===== src/rtl/raster_pkg.sv =====
package raster_pkg;
  typedef enum logic {
    ROWS_DENSE  = 1'b0,
    ROWS_SPACED = 1'b1
  } row_mode_e;
endpackage


===== src/rtl/raster_counters.sv =====
module raster_counters #(
  parameter int LINE_LEN    = 1024,
  parameter int FRAME_LINES = 312,
  parameter int XW          = $clog2(LINE_LEN),
  parameter int YW          = $clog2(FRAME_LINES)
) (
  input  logic          clk,
  input  logic          rst,
  output logic [XW-1:0] x_cnt,
  output logic [YW-1:0] y_cnt
);
  localparam logic [XW-1:0] X_LAST = XW'(LINE_LEN - 1);
  localparam logic [YW-1:0] Y_LAST = YW'(FRAME_LINES - 1);

  logic line_wrap;
  assign line_wrap = (x_cnt == X_LAST);

  always_ff @(posedge clk) begin
    if (rst) begin
      x_cnt <= '0;
      y_cnt <= '0;
    end else begin
      x_cnt <= line_wrap ? '0 : x_cnt + 1'b1;
      if (line_wrap)
        y_cnt <= (y_cnt == Y_LAST) ? '0 : y_cnt + 1'b1;
    end
  end
endmodule


===== src/rtl/raster_sync.sv =====
module raster_sync #(
  parameter int XW       = 10,
  parameter int YW       = 9,
  parameter int HS_END   = 64,
  parameter int VS_LINE  = 2,
  parameter int VS_POS   = 512,
  parameter int IRQ_LINE = 284
) (
  input  logic          clk,
  input  logic          rst,
  input  logic [XW-1:0] x_cnt,
  input  logic [YW-1:0] y_cnt,
  output logic          hsync_n,
  output logic          vsync_n,
  output logic          irq
);
  localparam logic [XW-1:0] HS_X  = XW'(HS_END);
  localparam logic [XW-1:0] VS_X  = XW'(VS_POS);
  localparam logic [YW-1:0] VS_Y  = YW'(VS_LINE);
  localparam logic [YW-1:0] IRQ_Y = YW'(IRQ_LINE);

  logic hs_on, vs_on, line_start;

  always_comb begin
    line_start = (x_cnt == '0);
    hs_on      = (x_cnt < HS_X);
    vs_on      = (y_cnt < VS_Y) || ((y_cnt == VS_Y) && (x_cnt < VS_X));
  end

  always_ff @(posedge clk) begin
    if (rst) begin
      hsync_n <= 1'b1;
      vsync_n <= 1'b1;
      irq     <= 1'b0;
    end else begin
      hsync_n <= ~hs_on;
      vsync_n <= ~vs_on;
      if (line_start && (y_cnt == IRQ_Y))
        irq <= 1'b1;
      else if (line_start && (y_cnt == '0))
        irq <= 1'b0;
    end
  end
endmodule


===== src/rtl/raster_window.sv =====
module raster_window
  import raster_pkg::*;
#(
  parameter int XW         = 10,
  parameter int YW         = 9,
  parameter int PIX_START  = 256,
  parameter int PIX_WIDTH  = 640,
  parameter int DISP_DELAY = 8,
  parameter int FIRST_LINE = 28,
  parameter int MAX_HEIGHT = 256,
  parameter int ROWS_A     = 32,
  parameter int ROWS_B     = 25
) (
  input  logic          row_mode,
  input  logic [XW-1:0] x_cnt,
  input  logic [YW-1:0] y_cnt,
  output logic          fetch_win,
  output logic          disp_win
);
  localparam int HEIGHT_A = (MAX_HEIGHT / ROWS_A) * ROWS_A;
  localparam int HEIGHT_B = (MAX_HEIGHT / ROWS_B) * ROWS_B;
  localparam logic [YW-1:0] Y_FIRST = YW'(FIRST_LINE);
  localparam logic [YW-1:0] Y_END_A = YW'(FIRST_LINE + HEIGHT_A);
  localparam logic [YW-1:0] Y_END_B = YW'(FIRST_LINE + HEIGHT_B);
  localparam int NWIN = 2;

  row_mode_e     mode;
  logic [YW-1:0] y_end;
  logic          in_lines;
  logic [NWIN-1:0] span;

  always_comb begin
    mode     = row_mode_e'(row_mode);
    y_end    = (mode == ROWS_SPACED) ? Y_END_B : Y_END_A;
    in_lines = (y_cnt >= Y_FIRST) && (y_cnt < y_end);
  end

  for (genvar w = 0; w < NWIN; w++) begin : g_win
    localparam logic [XW-1:0] X_LO = XW'(PIX_START + w * DISP_DELAY);
    localparam logic [XW-1:0] X_HI = XW'(PIX_START + PIX_WIDTH + w * DISP_DELAY);
    assign span[w] = in_lines && (x_cnt >= X_LO) && (x_cnt < X_HI);
  end

  assign fetch_win = span[0];
  assign disp_win  = span[1];
endmodule


===== src/rtl/raster_timing_gen.sv =====
module raster_timing_gen #(
  parameter int LINE_LEN    = 1024,
  parameter int FRAME_LINES = 312,
  parameter int HS_END      = 64,
  parameter int VS_LINE     = 2,
  parameter int VS_POS      = 512,
  parameter int PIX_START   = 256,
  parameter int PIX_WIDTH   = 640,
  parameter int DISP_DELAY  = 8,
  parameter int FIRST_LINE  = 28,
  parameter int MAX_HEIGHT  = 256,
  parameter int ROWS_A      = 32,
  parameter int ROWS_B      = 25,
  parameter int XW          = $clog2(LINE_LEN),
  parameter int YW          = $clog2(FRAME_LINES)
) (
  input  logic          clk,
  input  logic          rst,
  input  logic          row_mode,
  output logic          hsync_n,
  output logic          vsync_n,
  output logic [XW-1:0] x_pos,
  output logic [YW-1:0] y_pos,
  output logic          fetch_win,
  output logic          disp_win,
  output logic          vsync_irq
);
  localparam int IRQ_LINE = FIRST_LINE + MAX_HEIGHT;

  raster_counters #(
    .LINE_LEN(LINE_LEN), .FRAME_LINES(FRAME_LINES), .XW(XW), .YW(YW)
  ) u_cnt (
    .clk(clk), .rst(rst), .x_cnt(x_pos), .y_cnt(y_pos)
  );

  raster_sync #(
    .XW(XW), .YW(YW), .HS_END(HS_END), .VS_LINE(VS_LINE),
    .VS_POS(VS_POS), .IRQ_LINE(IRQ_LINE)
  ) u_sync (
    .clk(clk), .rst(rst), .x_cnt(x_pos), .y_cnt(y_pos),
    .hsync_n(hsync_n), .vsync_n(vsync_n), .irq(vsync_irq)
  );

  raster_window #(
    .XW(XW), .YW(YW), .PIX_START(PIX_START), .PIX_WIDTH(PIX_WIDTH),
    .DISP_DELAY(DISP_DELAY), .FIRST_LINE(FIRST_LINE), .MAX_HEIGHT(MAX_HEIGHT),
    .ROWS_A(ROWS_A), .ROWS_B(ROWS_B)
  ) u_win (
    .row_mode(row_mode), .x_cnt(x_pos), .y_cnt(y_pos),
    .fetch_win(fetch_win), .disp_win(disp_win)
  );
endmodule


===== config.mk =====
export PLATFORM = sky130hd
export DESIGN_NAME = raster_timing_gen
export DESIGN_NICKNAME = d
export VERILOG_FILES = /design/src/rtl/raster_pkg.sv /design/src/rtl/raster_counters.sv /design/src/rtl/raster_sync.sv /design/src/rtl/raster_window.sv /design/src/rtl/raster_timing_gen.sv
export SDC_FILE = /design/constraint.sdc
export NUM_CORES = 1
export LEC_CHECK = 0
export ABC_AREA = 1
export BUFFER_PORTS_ARGS = -buffer_cell sky130_fd_sc_hd__buf_2
export CORE_MARGIN = 3
export CORE_UTILIZATION = 45
export DETAILED_ROUTE_END_ITERATION = 10
export PLACE_DENSITY = 0.73
export SYNTH_ARGS = -nofsm -noshare
export SYNTH_HDL_FRONTEND = slang
export SYNTH_HIERARCHICAL = 1
export SYNTH_SLANG_ARGS = --single-unit

===== constraint.sdc =====
create_clock -name clk -period 1.88 [get_ports clk]
set_input_delay 0 -clock clk [delete_from_list [all_inputs] [get_ports clk]]
set_output_delay 0 -clock clk [all_outputs]
set_load 0.02 [all_outputs]

==> results.md, run 1 <==
- The total area inside the core boundary comes to 2810 um^2.
- In this run the clock root is driven by a clkbuf_4.
- The placed wire-length estimate is 2260 um.
- Between clock sinks in the finished design, the worst skew comes to 4.89 ps.
- Static timing analysis puts the maximum clock frequency at 622 MHz.
- In this run the static leakage power is 0.000748 uW.
- The share of the synthesized area in the top cell type is 0.328.
- By area the synthesized netlist is led by dfxtp_1 (33%), nand2_1 (16%), nor2_1 (14%), nand3_1 (7.1%), inv_1 (5.3%).
- The number of different library cells used by synthesis comes to 27.
- The initial antenna violation count is 0.
- By count the netlist is led by nand2_1 (58), nor2_1 (50), dfxtp_1 (22).
- The filler-free cell count of the finished design is 272.
- The run finished with clean final reports.
- The data required time at the worst endpoint is 1880 ps.
- The latest clock arrival within the worst-skew pair is 310 ps.
- The clock input transition at the sequential cells of the worst setup and hold paths is 130 ps.
- The synthesized instance count is 210.
- Entering global routing, the biggest net connects 14 pins.
- Power comes to 904 uW.
- The number of placement rows is 19.
- The first-pass GRT wire length is 4820 um.
- The slew at the pin with the worst max-slew slack is 398 ps.
- The die boundary height is 60.6 um.
- The normalized max-slew margin is 0.734.
- The number of global-route vias before repair was 1,093.
- The worst setup path is captured at a primary output.
- The post-place instance area is 1510 um^2.
- In the final design database the tool counted 248 nets.
- Dividing total power by cell area gives a power density of 574 nW/um^2.
- The routability-driven placement congestion ratio is 0.835.
- The number of pins exceeding their max-slew limit in the final report is 0.
- Synthesis produced a netlist with a net count of 216.
- The count of buffers added on input and output ports is 26.
- For this configuration, the core starts out at a cell density of 0.479.
- The final period demand of the worst path is 1610 ps.
- 0 antenna diodes ended up in the layout.
- In the synthesized netlist the dominant register cell turns out to be dfxtp_1.
- The sort of element at the start of the critical path is a flip-flop.
- The DRC violation count after routing is 0.
- Yosys printed 6 warnings.
- Dividing the final minimum period by the clock period gives 0.856.
- The per-cell routed wire length is 11.5 um.
- After synthesis the cells add up to 1340 um^2.
- The ratio of cells with drive above 1 in the final layout is 0.203.
- Setup violations remaining at the end of the flow were counted as 0.
- In the post-synthesis netlist, the cell with the most instances is nand2_1.
- The mean instance size in the synthesized netlist is 6.39 um^2.
- The number of max-cap violations is 0.
- Of all nets on the critical path, the largest fanout is 12.
- The detailed router finished its first iteration with 79 violations.
- Of the synthesized area, sequential elements account for 0.328.
- The final core utilization is 0.562.
- Across the VDD grid, the largest voltage drop is 0.334 mV.
- Dividing the detail-routed via count by the number of cells gives 5.16.
- The area growth from synthesis to layout is 17.3%.
- The routed layout has 1,404 vias.
- The pre-antenna-repair detailed-routing pass consisted of 4 iterations.
- Counting the buffers created by CTS gives 3.
- The share of flip-flops with an asynchronous set or reset is 0.
- The maximum buffer depth of the clock tree is 2.
- The number of H-tree branching levels is 1.
- The arrival time at the worst endpoint is 1610 ps.
- The number of sinks driven by the clock tree is 22.
- With fillers left out, the area of the finished cells amounts to 1580 um^2.
- In this run the post-CTS setup repair buffer count came out at 0.
- The total global routing overflow is 0.
- The final count of hold timing violations is 0.
- The synthesized design contains 22 register bits.
- Summed over all instances, the cell type with the most area after synthesis is dfxtp_1.
- The kind of critical path is flip-flop to primary output.
- The die boundary width is 60.6 um.
- The die covers 3670 um^2.
- The number of placed instances with taps included is 267.
- Setup repair after global routing left no endpoint under its margin.
- The detail route stage leaves a number of antenna-violating nets equal to 0.
- During I/O placement, the number of pins put on the boundary was 27.
- The CTS tree is yes.
- Across every metal layer, demand over resource in global routing totals 0.172.
- The class of the most critical hold timing path is primary input to flip-flop.
- The wire length reported by the detailed router is 3130 um.
- The count of flip-flops with a built-in enable after synthesis is 0.
- The summed negative setup slack over all endpoints is 0 ps.
-- where the power goes --
part | total (uW) | switching [uW] | internal, uW | leakage (uW)
Combinational | 54.9 | 35.8 | 19.1 | 0.000541
Clock | 369 | 154 | 215 | 0.0000279
Sequential | 480 | 6.42 | 474 | 0.000179
Total | 904 | 196 | 708 | 0.000748
-- cells by family after synthesis --
family,after synthesis,synth area share
compound gates,10,0.0401
simple gates,146,0.499
buf+inv,23,0.0662
xor+xnor,6,0.0391
fa+ha+maj,3,0.0280
flops,22,0.328
-- layout by cell type, fill, tap and decap left out --
cell type and count:
ha_1 3, clkinv_1 1, dlygate4sd3_1 1, nor3_1 1
nand3_2 1, nand4_1 1, nand2_1 58, nor3_2 1
buf_2 26, xnor2_1 2, nand2_4 1, or2_2 2
o21ai_0 5, nor3b_1 1, nor2_2 3, nand3_4 1
nand2_2 2, inv_1 19, a21oi_2 1, bufinv_16 1
clkbuf_4 3, dfxtp_1 21, nand3_1 19, nor2_4 2
inv_2 2, a21oi_1 4, nor2_8 1, nand3b_1 2
inv_4 1, xor2_1 4, dfxtp_2 1, nor2_1 50
-- through the flow --
step / setup WS (ps) / hold slack (ps)
CTS: 96.0 / 414
detailed placement: 454 / 228
global placement: 444 / 223
finish: 271 / 424
global route: 99.8 / 454
floorplan: 384 / 62.4
-- flip-flops by register name, summed over array words and instances, names as in the netlist --
name / cells
u_cnt/y_cnt: 9
u_cnt/x_cnt: 10
u_sync/hsync_n: 1
u_sync/vsync_n: 1
u_sync/irq: 1
-- repair_timing --
action	in CTS	in global routing
hold endpoints to repair	4	0
hold buffers	1	0
resized for setup	0	1
setup endpoints to repair	0	2
-- per-layer routing --
layer | vias to the layer above | GRT usage | wire length (um)
met3 | 8 | 0.0191 | 171
met1 | 634 | 0.241 | 1510
met2 | 45 | 0.275 | 1400
met5 | - | 0 | 0
li1 | 717 | - | -
met4 | 0 | 0.0557 | 38
-- final timing paths --
path	from	end	slack (ps)	cells past startpoint
hold / removal	rst	u_sync/irq$_SDFFE_PP0P_	420	3
setup / recovery	u_cnt/y_cnt[3]$_SDFFE_PP0N_	fetch_win	270	7
hold reg to reg	u_cnt/x_cnt[0]$_SDFF_PP0_	u_cnt/x_cnt[0]$_SDFF_PP0_	490	1
setup reg to reg	u_cnt/y_cnt[1]$_SDFFE_PP0N_	u_cnt/y_cnt[8]$_SDFFE_PP0N_	420	8
-- final cells by class --
cell class | instances | area (um^2)
clock buffer | 3 | 22.5
clock inverter | 1 | 30.0
fill | 273 | 1230
inverter | 23 | 88.8
multi-input combinational | 165 | 813
sequential | 22 | 442
tap | 31 | 38.8
timing repair buffer | 27 | 140
-- critical path, cell delays in order (launching register included) --
cell	delay [ps]
dfxtp_2	470
ha_1	270
nand2_1	60
inv_1	40
nand3_1	60
nand3_1	90
a21oi_1	130
buf_2	170
Note: power is estimated with default switching activity, not from simulation.
==> run 2, diff against run 1 <==
Settings changed: PLACE_DENSITY 0.73 to 0.74, REMOVE_ABC_BUFFERS set to 1, SYNTH_HIERARCHICAL 1 to unset.
==> run 2 against run 1 <==
Against the previous run: non-clock buffer count is 1 higher; combinational power is 8.9% higher; clock power is 27% lower; die area is 3.5% lower; utilization is 2.1 points higher; highest routed layer unchanged.
==> results.md, run 2 <==
- The flow ran to the end, and the final reports show no timing, DRC or antenna violations.
- The element type at the critical path end is a primary output.
- The maximum number of pins on one net before global-route repair is 13 (-1).
- The initial antenna violation count is 0 (unchanged).
- The kind of critical path is flip-flop to primary output.
- The iteration count of the initial detailed-routing pass is 5 (+1).
- In the final layout, the registers with the most flip-flops are u_cnt.x_cnt: 10 flops, u_cnt.y_cnt: 9 flops.
- The slew at the pin with the worst max-slew slack is 346 ps (-51.9 ps).
- The power per cell area came to 538 nW/um^2 (-6.3%).
- The maximum fanout along the worst path is 6 (-6).
- The effective utilization at floorplan was 0.499 (+0.0200).
- The per-cell routed wire length is 11.7 um (+1.7%).
- The maximum buffer depth of the clock tree is 2 (unchanged).
- Routed signal wires occupy layers up through met4.
- The global-route total usage across every layer is 0.188 (+0.0167).
- The final period demand of the worst path is 1600 ps (-7.18 ps).
- The clock input transition at the sequential cells of the worst setup and hold paths came to 130 ps (about the same).
- The met3 routed wirelength is 175 um (+2.3%).
- The cell with the largest stage delay on the worst path is dfxtp_1.
- The synthesized flop and latch total is 22 (unchanged).
- The setup clock skew after layout was 2.07 ps (-2.82 ps).
- The post-place instance area is 1460 um^2 (-3.3%).
- The data required time at the worst endpoint is 1880 ps (about the same).
- The average via count per standard cell is 5.06 (-2.0%).
- The post-CTS setup-driven buffer insertion count came to 0 (unchanged).
- The total power of the final layout came to 811 uW (-10%).
- The number of sinks driven by the clock tree is 22 (unchanged).
- The routability-driven placement congestion ratio is 0.887 (+6.3%).
- The timing-limited maximum frequency is 624 MHz (+0.45%).
- The number of buffers created by CTS came to 3 (unchanged).
- The cell with the most instances on the worst path is nor2_1.
- In the post-synthesis netlist, the biggest area contributors are dfxtp_1 (34%), nand2_1 (13%), nor2_1 (9.9%), inv_1 (7.6%), nand3_1 (6.6%).
- The die boundary width is 59.6 um (-1.7%).
- The share of flip-flops with an asynchronous set or reset is 0 (unchanged).
- The core area came to 2590 um^2 (-7.7%).
- The yosys synthesis warning count is 0 (-6).
- The synthesized area was 1290 um^2 (-3.8%).
- The share of synthesized area occupied by flip-flops and latches is 0.341 (+0.0130).
- The violation count after the first detailed-route iteration came to 34 (-57%).
- The cell area after layout is 1510 um^2 (-4.3%).
- The ratio of cells with drive above 1 in the final layout came to 0.208 (+0.00465).
- The flip-flop count of the largest register after layout was 10 (unchanged).
- The final-layout fill cell count came to 266 (-2.6%).
- The number of distinct library cells after synthesis is 25 (-7.4%).
- The number of placement rows is 18 (-1).
- More flip-flops sit in one register than any other, and that register is u_cnt.x_cnt.
- The area growth from synthesis to layout is 16.8%.
- The share of the synthesized area in the top cell type is 0.341 (+0.0130).
- The count of vias placed by the detailed router is 1,295 (-7.8%).
- The top cell types in the final layout, fill and taps aside, are nand2_1 (44), nor2_1 (34), inv_1 (26), buf_2 (26), dfxtp_1 (22).
- The final antenna-violating net count is 0 (unchanged).
- The antenna diode count came to 0 (unchanged).
- The routed wire length on met2 is 1240 um (-12%).
- The worst IR drop on VDD came to 0.400 mV (+20%).
- STA classifies the critical path startpoint as a flip-flop.
- The number of buffers inserted by hold repair at cts is 1 (unchanged).
- The leakage power summed over all cells is 0.000755 uW (+0.88%).
- The placed wire-length estimate is 2340 um (+3.6%).
- The normalized max-slew margin was 0.768 (+0.0335).
- The number of global-route vias before repair came to 1,107 (+1.3%).
- The arrival time at the worst endpoint is 1600 ps (about the same).
- The critical path's largest stage delay is 380 ps (-90 ps).
- The latest clock arrival within the worst-skew pair is 310 ps (about the same).
- The number of H-tree branching levels is 1 (unchanged).
- The die boundary height is 59.6 um (-1.7%).
- The final number of setup-violating endpoints was 0 (unchanged).
- TritonCTS built the clock tree.
- The summed negative setup slack over all endpoints is 0 ps (unchanged).
- The total of cells resized after clock tree synthesis is 0 (unchanged).
- Setup repair after global routing left no endpoint under its margin.
- The final clock period utilization by the worst path came to 0.852 (-0.00382).
- The top-level port count is 27 (unchanged).
- The library cell used as clock root buffer is clkbuf_4.
- The mean instance size in the synthesized netlist is 6.62 um^2 (+3.6%).
- The total global routing overflow was 0 (unchanged).
- The cell taking the most area after synthesis is dfxtp_1.
- The count of nets after finishing is 235 (-5.2%).
- The synthesized instance count came to 195 (-7.1%).
- The die footprint came to 3550 um^2 (-3.5%).
- The number of max-cap violations is 0 (unchanged).
- The count of flip-flops with a built-in enable after synthesis is 0 (unchanged).
- By count the netlist is led by nand2_1 (44), nor2_1 (34), inv_1 (26).
- The leading cell type in the layout, fill and taps excluded is nand2_1.
- The tightest min-delay check is of the primary input to flip-flop type.
- The most common cell in the synthesized netlist is nand2_1.
- The most used flip-flop cell after synthesis is dfxtp_1.
- The met1 routed wirelength after detailed routing is 1550 um (+2.7%).
- The number of I/O port buffers came to 26 (unchanged).
- The signal on the critical path passes through nor2_1 > nand2_1 > nor2_1 > o21ai_0 > nand3_1 > nor2_1 > buf_2.
- The wire length reported by the detailed router was 2990 um (-4.3%).
- The number of pins exceeding their max-slew limit in the final report is 0 (unchanged).
- The final count of hold timing violations is 0 (unchanged).
- The DRC violation count after routing is 0 (unchanged).
- The first-pass GRT wire length came to 5150 um (+6.9%).
## run 2: worst paths after layout
kind	to	cells past startpoint	slack, ps	from
setup / recovery	fetch_win	7	280	u_cnt.y_cnt[7]$_SDFFE_PP0P_
hold / removal	u_sync.irq$_SDFFE_PP0P_	3	450	rst
setup reg to reg	u_cnt.y_cnt[3]$_SDFFE_PP0P_	8	410	u_cnt.y_cnt[0]$_SDFFE_PP0P_
hold reg to reg	u_sync.irq$_SDFFE_PP0P_	2	470	u_sync.irq$_SDFFE_PP0P_
## run 2: stage by stage
stage	setup slack, ps	util	hold WS (ps)	instances
floorplan	395	-	69.1	194
CTS	286	0.582	444	256
finish	278	0.582	450	256
detailed placement	413	0.564	244	251
global placement	465	0.564	245	251
global route	100	0.582	459	256
## run 2: metal layers
metal	up-vias	global-route usage
met4	0	0.0475
li1	681	-
met5	-	0
met3	4	0.0196
met1	568	0.301
met2	42	0.264
## run 2: cells by family (layout without fill, tap and decap cells)
logic type               Yosys count  after routing  synth area share
XOR/XNOR                           3              3            0.0204
AO/OA/AOI/OAI                     19             19            0.0814
AND/OR/NAND/NOR                  115            115             0.416
flip-flops                        22             22             0.341
adder cells (fa/ha/maj)            5              5            0.0484
buffers and inverters             31             62            0.0930
## run 2: final cells by class
type,count,area (um^2),area share
sequential,22,440,0.292
timing repair buffer,28,148,0.0979
clock buffer,4,36.3,0.0241
inverter,30,115,0.0763
multi-input combinational,142,731,0.485
tap,30,37.5,0.0249
## run 2: worst max-delay path: cells and delay by family (launching register included)
family	cells	cell delay (ps)
AND/OR/NAND/NOR	5	670
flip-flops	1	380
buffers and inverters	1	150
AO/OA/AOI/OAI	1	100
## run 2: report_power, final
part	total, uW	switching [uW]	internal, uW
Clock	270	152	118
Combinational	59.8	37.7	22.1
Sequential	481	6.74	474
Total	811	197	614
